<file path="src/rtl/cpu16_pkg.sv">
package cpu16_pkg;

  localparam logic [4:0] OPC_NOP   = 5'b00000;
  localparam logic [4:0] OPC_LOAD  = 5'b00001;
  localparam logic [4:0] OPC_STORE = 5'b00010;
  localparam logic [4:0] OPC_LOADI = 5'b00100;
  localparam logic [4:0] OPC_JMP   = 5'b00101;
  localparam logic [4:0] OPC_JGT   = 5'b00110;
  localparam logic [4:0] OPC_INC   = 5'b00111;

  typedef enum logic [3:0] {
    ST_FADDR, ST_FREAD, ST_DECODE,
    ST_LDADDR, ST_LDREAD,
    ST_STADDR, ST_STWRITE,
    ST_IMADDR, ST_IMREAD,
    ST_INCR
  } cpu_state_e;

  typedef enum logic [0:0] {ALU_PASS, ALU_INC} alu_op_e;
  typedef enum logic [1:0] {PC_HOLD, PC_ALU, PC_MEM} pc_src_e;
  typedef enum logic [1:0] {AD_HOLD, AD_PC, AD_REGA, AD_REGB} ad_src_e;

  typedef struct packed {
    pc_src_e pc_src;
    logic    ir_we;
    ad_src_e ad_src;
    logic    rf_we;
    logic    rf_from_mem;
    logic    alu_a_pc;
    alu_op_e alu_op;
    logic    vld;
    logic    rw;
  } ctrl_t;

endpackage

</file>
<file path="src/rtl/cpu16_alu.sv">
module cpu16_alu
  import cpu16_pkg::*;
#(
  parameter int W = 16
) (
  input  logic [W-1:0] a,
  input  alu_op_e      op,
  output logic [W-1:0] y
);
  localparam logic [W-1:0] ONE = {{(W-1){1'b0}}, 1'b1};

  always_comb begin
    case (op)
      ALU_INC: y = a + ONE;
      default: y = a;
    endcase
  end
endmodule

</file>
<file path="src/rtl/cpu16_regfile.sv">
module cpu16_regfile #(
  parameter int W = 16,
  parameter int N = 8,
  localparam int AW = $clog2(N)
) (
  input  logic          clk,
  input  logic          rst_n,
  input  logic          we,
  input  logic [AW-1:0] waddr,
  input  logic [W-1:0]  wdata,
  input  logic [AW-1:0] raddr_a,
  output logic [W-1:0]  rdata_a,
  input  logic [AW-1:0] raddr_b,
  output logic [W-1:0]  rdata_b
);
  logic [W-1:0] regs [N];

  for (genvar g = 0; g < N; g++) begin : g_reg
    logic en;
    assign en = we && (waddr == AW'(g));
    always_ff @(posedge clk or negedge rst_n) begin
      if (!rst_n)  regs[g] <= '0;
      else if (en) regs[g] <= wdata;
    end
  end

  assign rdata_a = regs[raddr_a];
  assign rdata_b = regs[raddr_b];
endmodule

</file>
<file path="src/rtl/cpu16_ctrl.sv">
module cpu16_ctrl
  import cpu16_pkg::*;
(
  input  logic       clk,
  input  logic       rst_n,
  input  logic [4:0] opcode,
  input  logic       a_gt_b,
  output cpu_state_e state,
  output ctrl_t      ctl
);
  cpu_state_e nxt;

  always_comb begin
    nxt = state;
    ctl = '0;
    case (state)
      ST_FADDR: begin
        ctl.ad_src = AD_PC;
        nxt = ST_FREAD;
      end
      ST_FREAD: begin
        ctl.vld      = 1'b1;
        ctl.ir_we    = 1'b1;
        ctl.alu_a_pc = 1'b1;
        ctl.alu_op   = ALU_INC;
        ctl.pc_src   = PC_ALU;
        nxt = ST_DECODE;
      end
      ST_DECODE: begin
        case (opcode)
          OPC_LOAD:                    nxt = ST_LDADDR;
          OPC_STORE:                   nxt = ST_STADDR;
          OPC_LOADI, OPC_JMP, OPC_JGT: nxt = ST_IMADDR;
          OPC_INC:                     nxt = ST_INCR;
          default:                     nxt = ST_FADDR;
        endcase
      end
      ST_LDADDR: begin
        ctl.ad_src = AD_REGA;
        nxt = ST_LDREAD;
      end
      ST_LDREAD: begin
        ctl.vld         = 1'b1;
        ctl.rf_we       = 1'b1;
        ctl.rf_from_mem = 1'b1;
        nxt = ST_FADDR;
      end
      ST_STADDR: begin
        ctl.ad_src = AD_REGB;
        nxt = ST_STWRITE;
      end
      ST_STWRITE: begin
        ctl.vld = 1'b1;
        ctl.rw  = 1'b1;
        nxt = ST_FADDR;
      end
      ST_IMADDR: begin
        ctl.ad_src = AD_PC;
        nxt = ST_IMREAD;
      end
      ST_IMREAD: begin
        ctl.vld      = 1'b1;
        ctl.alu_a_pc = 1'b1;
        ctl.alu_op   = ALU_INC;
        ctl.pc_src   = PC_ALU;
        if (opcode == OPC_LOADI) begin
          ctl.rf_we       = 1'b1;
          ctl.rf_from_mem = 1'b1;
        end
        if (opcode == OPC_JMP || (opcode == OPC_JGT && a_gt_b))
          ctl.pc_src = PC_MEM;
        nxt = ST_FADDR;
      end
      ST_INCR: begin
        ctl.rf_we  = 1'b1;
        ctl.alu_op = ALU_INC;
        nxt = ST_FADDR;
      end
      default: nxt = ST_FADDR;
    endcase
  end

  always_ff @(posedge clk or negedge rst_n) begin
    if (!rst_n) state <= ST_FADDR;
    else        state <= nxt;
  end
endmodule

</file>
<file path="src/rtl/cpu16_blkcopy.sv">
module cpu16_blkcopy
  import cpu16_pkg::*;
#(
  parameter int DW   = 16,
  parameter int NREG = 8
) (
  input  logic          clk,
  input  logic          rst_n,
  output logic [DW-1:0] mem_addr,
  input  logic [DW-1:0] mem_rdata,
  output logic [DW-1:0] mem_wdata,
  output logic          mem_vld,
  output logic          mem_rw
);
  localparam int RAW = $clog2(NREG);
  localparam int OPW = 5;

  logic            rst_meta, rst_sync_n;
  logic [DW-1:0]   pc_q, addr_q, alu_a, alu_y, rd_a, rd_b, rf_wdata;
  logic [OPW-1:0]  opcode;
  logic [RAW-1:0]  fld_a, fld_b;
  logic            a_gt_b;
  cpu_state_e      cur_state;
  ctrl_t           ctl;

  // reset: asserts at once, releases on a clock edge
  always_ff @(posedge clk or negedge rst_n) begin
    if (!rst_n) begin
      rst_meta   <= 1'b0;
      rst_sync_n <= 1'b0;
    end else begin
      rst_meta   <= 1'b1;
      rst_sync_n <= rst_meta;
    end
  end

  cpu16_ctrl u_ctrl (
    .clk    (clk),
    .rst_n  (rst_sync_n),
    .opcode (opcode),
    .a_gt_b (a_gt_b),
    .state  (cur_state),
    .ctl    (ctl)
  );

  cpu16_regfile #(.W(DW), .N(NREG)) u_rf (
    .clk     (clk),
    .rst_n   (rst_sync_n),
    .we      (ctl.rf_we),
    .waddr   (fld_b),
    .wdata   (rf_wdata),
    .raddr_a (fld_a),
    .rdata_a (rd_a),
    .raddr_b (fld_b),
    .rdata_b (rd_b)
  );

  assign alu_a = ctl.alu_a_pc ? pc_q : rd_b;

  cpu16_alu #(.W(DW)) u_alu (
    .a  (alu_a),
    .op (ctl.alu_op),
    .y  (alu_y)
  );

  assign a_gt_b   = rd_a > rd_b;
  assign rf_wdata = ctl.rf_from_mem ? mem_rdata : alu_y;

  // only the opcode and the two register fields are kept from the fetched word
  always_ff @(posedge clk or negedge rst_sync_n) begin
    if (!rst_sync_n) begin
      opcode <= '0;
      fld_a  <= '0;
      fld_b  <= '0;
    end else if (ctl.ir_we) begin
      opcode <= mem_rdata[DW-1 -: OPW];
      fld_a  <= mem_rdata[2*RAW-1 -: RAW];
      fld_b  <= mem_rdata[RAW-1:0];
    end
  end

  always_ff @(posedge clk or negedge rst_sync_n) begin
    if (!rst_sync_n)              pc_q <= '0;
    else if (ctl.pc_src == PC_ALU) pc_q <= alu_y;
    else if (ctl.pc_src == PC_MEM) pc_q <= mem_rdata;
  end

  always_ff @(posedge clk or negedge rst_sync_n) begin
    if (!rst_sync_n) addr_q <= '0;
    else begin
      case (ctl.ad_src)
        AD_PC:   addr_q <= pc_q;
        AD_REGA: addr_q <= rd_a;
        AD_REGB: addr_q <= rd_b;
        default: addr_q <= addr_q;
      endcase
    end
  end

  assign mem_addr  = addr_q;
  assign mem_wdata = rd_a;
  assign mem_vld   = ctl.vld;
  assign mem_rw    = ctl.rw;
endmodule

</file>
<file path="config.mk">
export PLATFORM = sky130hd
export DESIGN_NAME = cpu16_blkcopy
export DESIGN_NICKNAME = d
export VERILOG_FILES = /design/src/rtl/cpu16_pkg.sv /design/src/rtl/cpu16_alu.sv /design/src/rtl/cpu16_regfile.sv /design/src/rtl/cpu16_ctrl.sv /design/src/rtl/cpu16_blkcopy.sv
export SDC_FILE = /design/constraint.sdc
export NUM_CORES = 1
export LEC_CHECK = 0
export ABC_CLOCK_PERIOD_IN_PS = 7500
export BUFFER_PORTS_ARGS = -buffer_cell sky130_fd_sc_hd__clkbuf_2
export CORE_MARGIN = 2
export CORE_UTILIZATION = 40
export CTS_CLUSTER_DIAMETER = 100
export DETAILED_ROUTE_END_ITERATION = 10
export PLACE_DENSITY = 0.66
export SETUP_SLACK_MARGIN = 0.02
export SLEW_MARGIN = 20
export SYNTH_ARGS = -nofsm -noshare
export SYNTH_HDL_FRONTEND = slang
export SYNTH_HIERARCHICAL = 1
export SYNTH_SLANG_ARGS = --single-unit
</file>
<file path="constraint.sdc">
create_clock -name clk -period 7.5 [get_ports clk]
set_clock_uncertainty 0.1 [all_clocks]
set_input_delay 1.5 -clock clk [delete_from_list [all_inputs] [get_ports clk]]
set_output_delay 1.5 -clock clk [all_outputs]
set_load 0.02 [all_outputs]
</file>
==> metrics.md <==
| Metric | Value |
|---|---|
| Fmax | `roughly 0.19 GHz` |
| Worst-skew pair later-pin latency | `around 0.43 ns` |
| Mapped cell area | `10500 sq um` |
| FILL cells | `2291` |
| Die ar. | `27500 sq um` |
| CTS Sinks | `between 150 and 200` |
| Reg2Reg Depth | `14` |
| Yosys reg bits | `between 150 and 200` |
| DRC | `0` |
| Internal power | `2730 uW` |
| Reg-to-reg slack, setup | `2.19 ns` |
| Clock power frac | `18.8%` |
| CORE AREA | `25900 sq um` |
| Vias in the first global route | `6648` |
| Slew HR | `26.1%` |
| Vias | `about 6.5k` |
| Reg-to-reg startpoint | `fld_b[0]$_DFFE_PN0P_` |
| Final Hold Vio Count | `0` |
| First-pass GRT wire length | `39400 um` |
| CP Capture Type | `register` |
| Syn-to-layout area delta | `10.4%` |
| Fin crit period | `5.31 ns` |
| Post-CTS Hold Fix Bufs | `0` |
| Synth Area per Inst | `between 10 and 15 sq um` |
| Sequential cell area | `4440 sq um` |
| Share of flip-flops with an asynchronous set or reset | `100%` |
| P per Cell Area | `401 nW/um^2` |
| Critical path data arrival time | `5.49 ns` |
| ANT nets after route | `0` |
| Post-cts sizing count | `0` |
| Gr ovfl total | `0` |
| Clock slew at reported path FFs | `around 0.070 ns` |
| Worst-Margin Slew | `1.11 ns` |
| DR pass1 iterations | `4` |
| EDFF count, synth | `0` |
| Placed insts | `1081` |
| Layout cells sized above 1 | `42.8%` |
| Max Root-Sink Buffers | `2` |
| Initial antenna violation count | `0` |
| Crit Path Max Fanout | `24` |
| Worst Setup SP | `fld_b[0]$_DFFE_PN0P_` |
| Final slew viol count | `0` |
| Maximum VDD drop | `between 200 and 300 uV` |
| Post-detail-place hpwl | `16800 um` |
| Cell Count, Final, Fillers Out | `1113` |
| Most common cell after layout, fill and taps aside | `mux2_2` |
| CTS tree | `built` |
| Mapped Nets | `between 700 and 800` |
| Diodes inserted | `0` |
| Lkg Pwr | `~0.0054 uW` |
| WL final | `24700 um` |
| Max_cap viols | `0` |
| Postcts setup bufs | `0` |
| Num CTS Buffers | `17` |
| Row cnt | `59` |
| DRT iter0 DRCs | `437` |
| RSZ-0062 raised after global routing | `false` |
| Main synth FF type | `dfrtp_1` |
| Sequential share of the synthesized area | `42.3%` |
| Largest net degree at the start of global routing | `64` |
| Setup TNS | `0 ns` |
| Worst Path Required | `7.68 ns` |
| Die Height | `166 um` |
| Ports | `52` |
| Psw | `1910 uW` |
| IO Port Bufs | `51` |
| Starting Density | `40.4%` |
| HP Class | `register to register` |
| Critical path type | `register to register` |
| GPL Wtd Cong | `0.812` |
| Gate Count Post-Synth | `732` |
| Vias per inst | `5.82` |
| Logic pwr share | `49.1%` |
| Nets@finish | `between 800 and 900` |
| Status | `completed` |
| Register share of total power | `approximately a third` |
| Footprint of the multi-input gates | `5690 sq um` |
| Most frequent cells in the layout | `189 x mux2_2, 173 x dfrtp_1, 56 x mux4_1, 51 x clkbuf_2, 40 x nand2_1` |
| Setup violations, final | `0` |
| R2R Path End | `pc_q[12]$_DFFE_PN0P_` |
| Distinct cell type count after synthesis | `48` |
| Worst setup endpoint | `pc_q[12]$_DFFE_PN0P_` |
| Final Cycle Share | `a little over two thirds` |
| Startpoint types | `register` |
| H-tree Lvls | `4` |
| Total track usage | `18.5%` |
| Routed len/inst | `22.2 um` |
| Die Width | `166 um` |
| YS warnings | `6` |
| Worst hold slack | `roughly 0.26 ns` |
| Sw frac | `41.2%` |
| Root buf cell | `clkbuf_16` |
[synth_stat cells (2+ instances only)]
| cell type | number | area (sq um) |
|---|---|---|
| clkbuf_2 | 2 | 10.0 |
| nor4_1 | 3 | 18.8 |
| buf_6 | 13 | 146 |
| nor4_2 | 2 | 25.0 |
| nand2_1 | 40 | 150 |
| nor2_1 | 8 | 30.0 |
| buf_2 | 15 | 75.1 |
| nand4_2 | 2 | 25.0 |
| a21boi_0 | 2 | 15.0 |
| inv_1 | 21 | 78.8 |
| and2_1 | 3 | 18.8 |
| mux4_2 | 24 | 541 |
| ha_1 | 18 | 225 |
| nand2b_1 | 2 | 12.5 |
| xnor2_1 | 7 | 61.3 |
| buf_4 | 7 | 52.6 |
| xor2_1 | 10 | 87.6 |
| dfrtp_1 | 177 | 4430 |
| o21ai_0 | 34 | 170 |
| o22ai_1 | 3 | 18.8 |
| nor3b_1 | 3 | 22.5 |
| nand4_1 | 9 | 56.3 |
| nor4bb_1 | 3 | 30.0 |
| nand3_1 | 5 | 25.0 |
| buf_1 | 5 | 18.8 |
| clkbuf_1 | 11 | 41.3 |
| nor2b_1 | 4 | 25.0 |
| nor3_1 | 7 | 35.0 |
| nand4b_2 | 3 | 45.0 |
| a21o_1 | 2 | 15.0 |
| mux4_1 | 56 | 1470 |
| mux2_2 | 189 | 2130 |
| a21oi_1 | 12 | 60.1 |
| mux2i_1 | 16 | 160 |
[metal layers]
layer	up-vias	wire length, um	GRT usage, %
li1	2907	-	-
met1	3401	11600	26.2
met2	144	11900	30.0
met3	22	914	2.93
met4	0	283	4.65
met5	-	0	0
[flip-flops by register name, indices dropped and copies added, names as in the netlist]
register / count
fld_a: 3
fld_b: 3
mem_addr: 16
opcode: 5
pc_q: 16
rst_meta: 1
rst_sync_n: 1
u_ctrl/state: 4
u_rf/regs: 128
[worst max-delay path, cell delays in order, from the launching register on]
cell and delay [ns]:
dfrtp_2 0.74, buf_4 0.49, mux4_1 0.62, mux2_2 0.33, inv_1 0.09, ha_1 0.24, a21oi_1 0.15, o21ai_0 0.09
a221o_1 0.32, o31a_1 0.31, a21o_1 0.16, a21boi_0 0.17, ha_1 0.93, mux2i_1 0.29, o21ai_0 0.10
[layout make-up]
class / instances / share of cell area (%)
multi-input combinational: 481 / 49.2
sequential: 177 / 38.4
clock buffer: 20 / 3.78
tap: 335 / 3.63
timing repair buffer: 67 / 3.25
clock inverter: 12 / 1.10
inverter: 21 / 0.682
[cells by family after synthesis]
kind of cell / share of synthesized area (%)
XOR/XNOR: 1.42
buffers and inverters: 4.04
flip-flops: 42.3
AND/OR/NAND/NOR: 5.77
AO/OA/AOI/OAI: 3.25
other: 0.0358
multiplexers: 41.1
adder cells (fa/ha/maj): 2.15
[worst min path at each step]
| stage | end | startpoint | cells past startpoint | slack (ns) |
|---|---|---|---|---|
| finish | rst_sync_n$_DFF_PN0_ | rst_meta$_DFF_PN0_ | 0 | 0.26 |
| global placement | rst_sync_n$_DFF_PN0_ | rst_meta$_DFF_PN0_ | 0 | 0.24 |
| detailed placement | rst_sync_n$_DFF_PN0_ | rst_meta$_DFF_PN0_ | 0 | 0.25 |
| CTS | rst_sync_n$_DFF_PN0_ | rst_meta$_DFF_PN0_ | 0 | 0.26 |
| floorplan | rst_sync_n$_DFF_PN0_ | rst_meta$_DFF_PN0_ | 0 | 0.23 |
| global route | rst_sync_n$_DFF_PN0_ | rst_meta$_DFF_PN0_ | 0 | 0.27 |
[stage by stage]
step           power [uW]  setup WS [ns]  util (%)  area (sq um)
5_1_grt              4920           1.94      44.6         11600
4_1_cts              4650           2.21      44.6         11600
3_5_place_dp         3770           2.20      42.4         11000
2_1_floorplan        3180           2.10         -         10500
6_report             4640           2.19      44.6         11600
3_3_place_gp         3740           2.29      42.4         11000
[power by group through the flow]
stage          sequential, uW  combinational, uW  clock [uW]
2_1_floorplan            1380               1800           0
3_3_place_gp             1500               2240           0
3_5_place_dp             1510               2260           0
4_1_cts                  1490               2280         884
5_1_grt                  1530               2460         923
6_report                 1490               2280         870
Note: power is estimated with default switching activity, not from simulation.
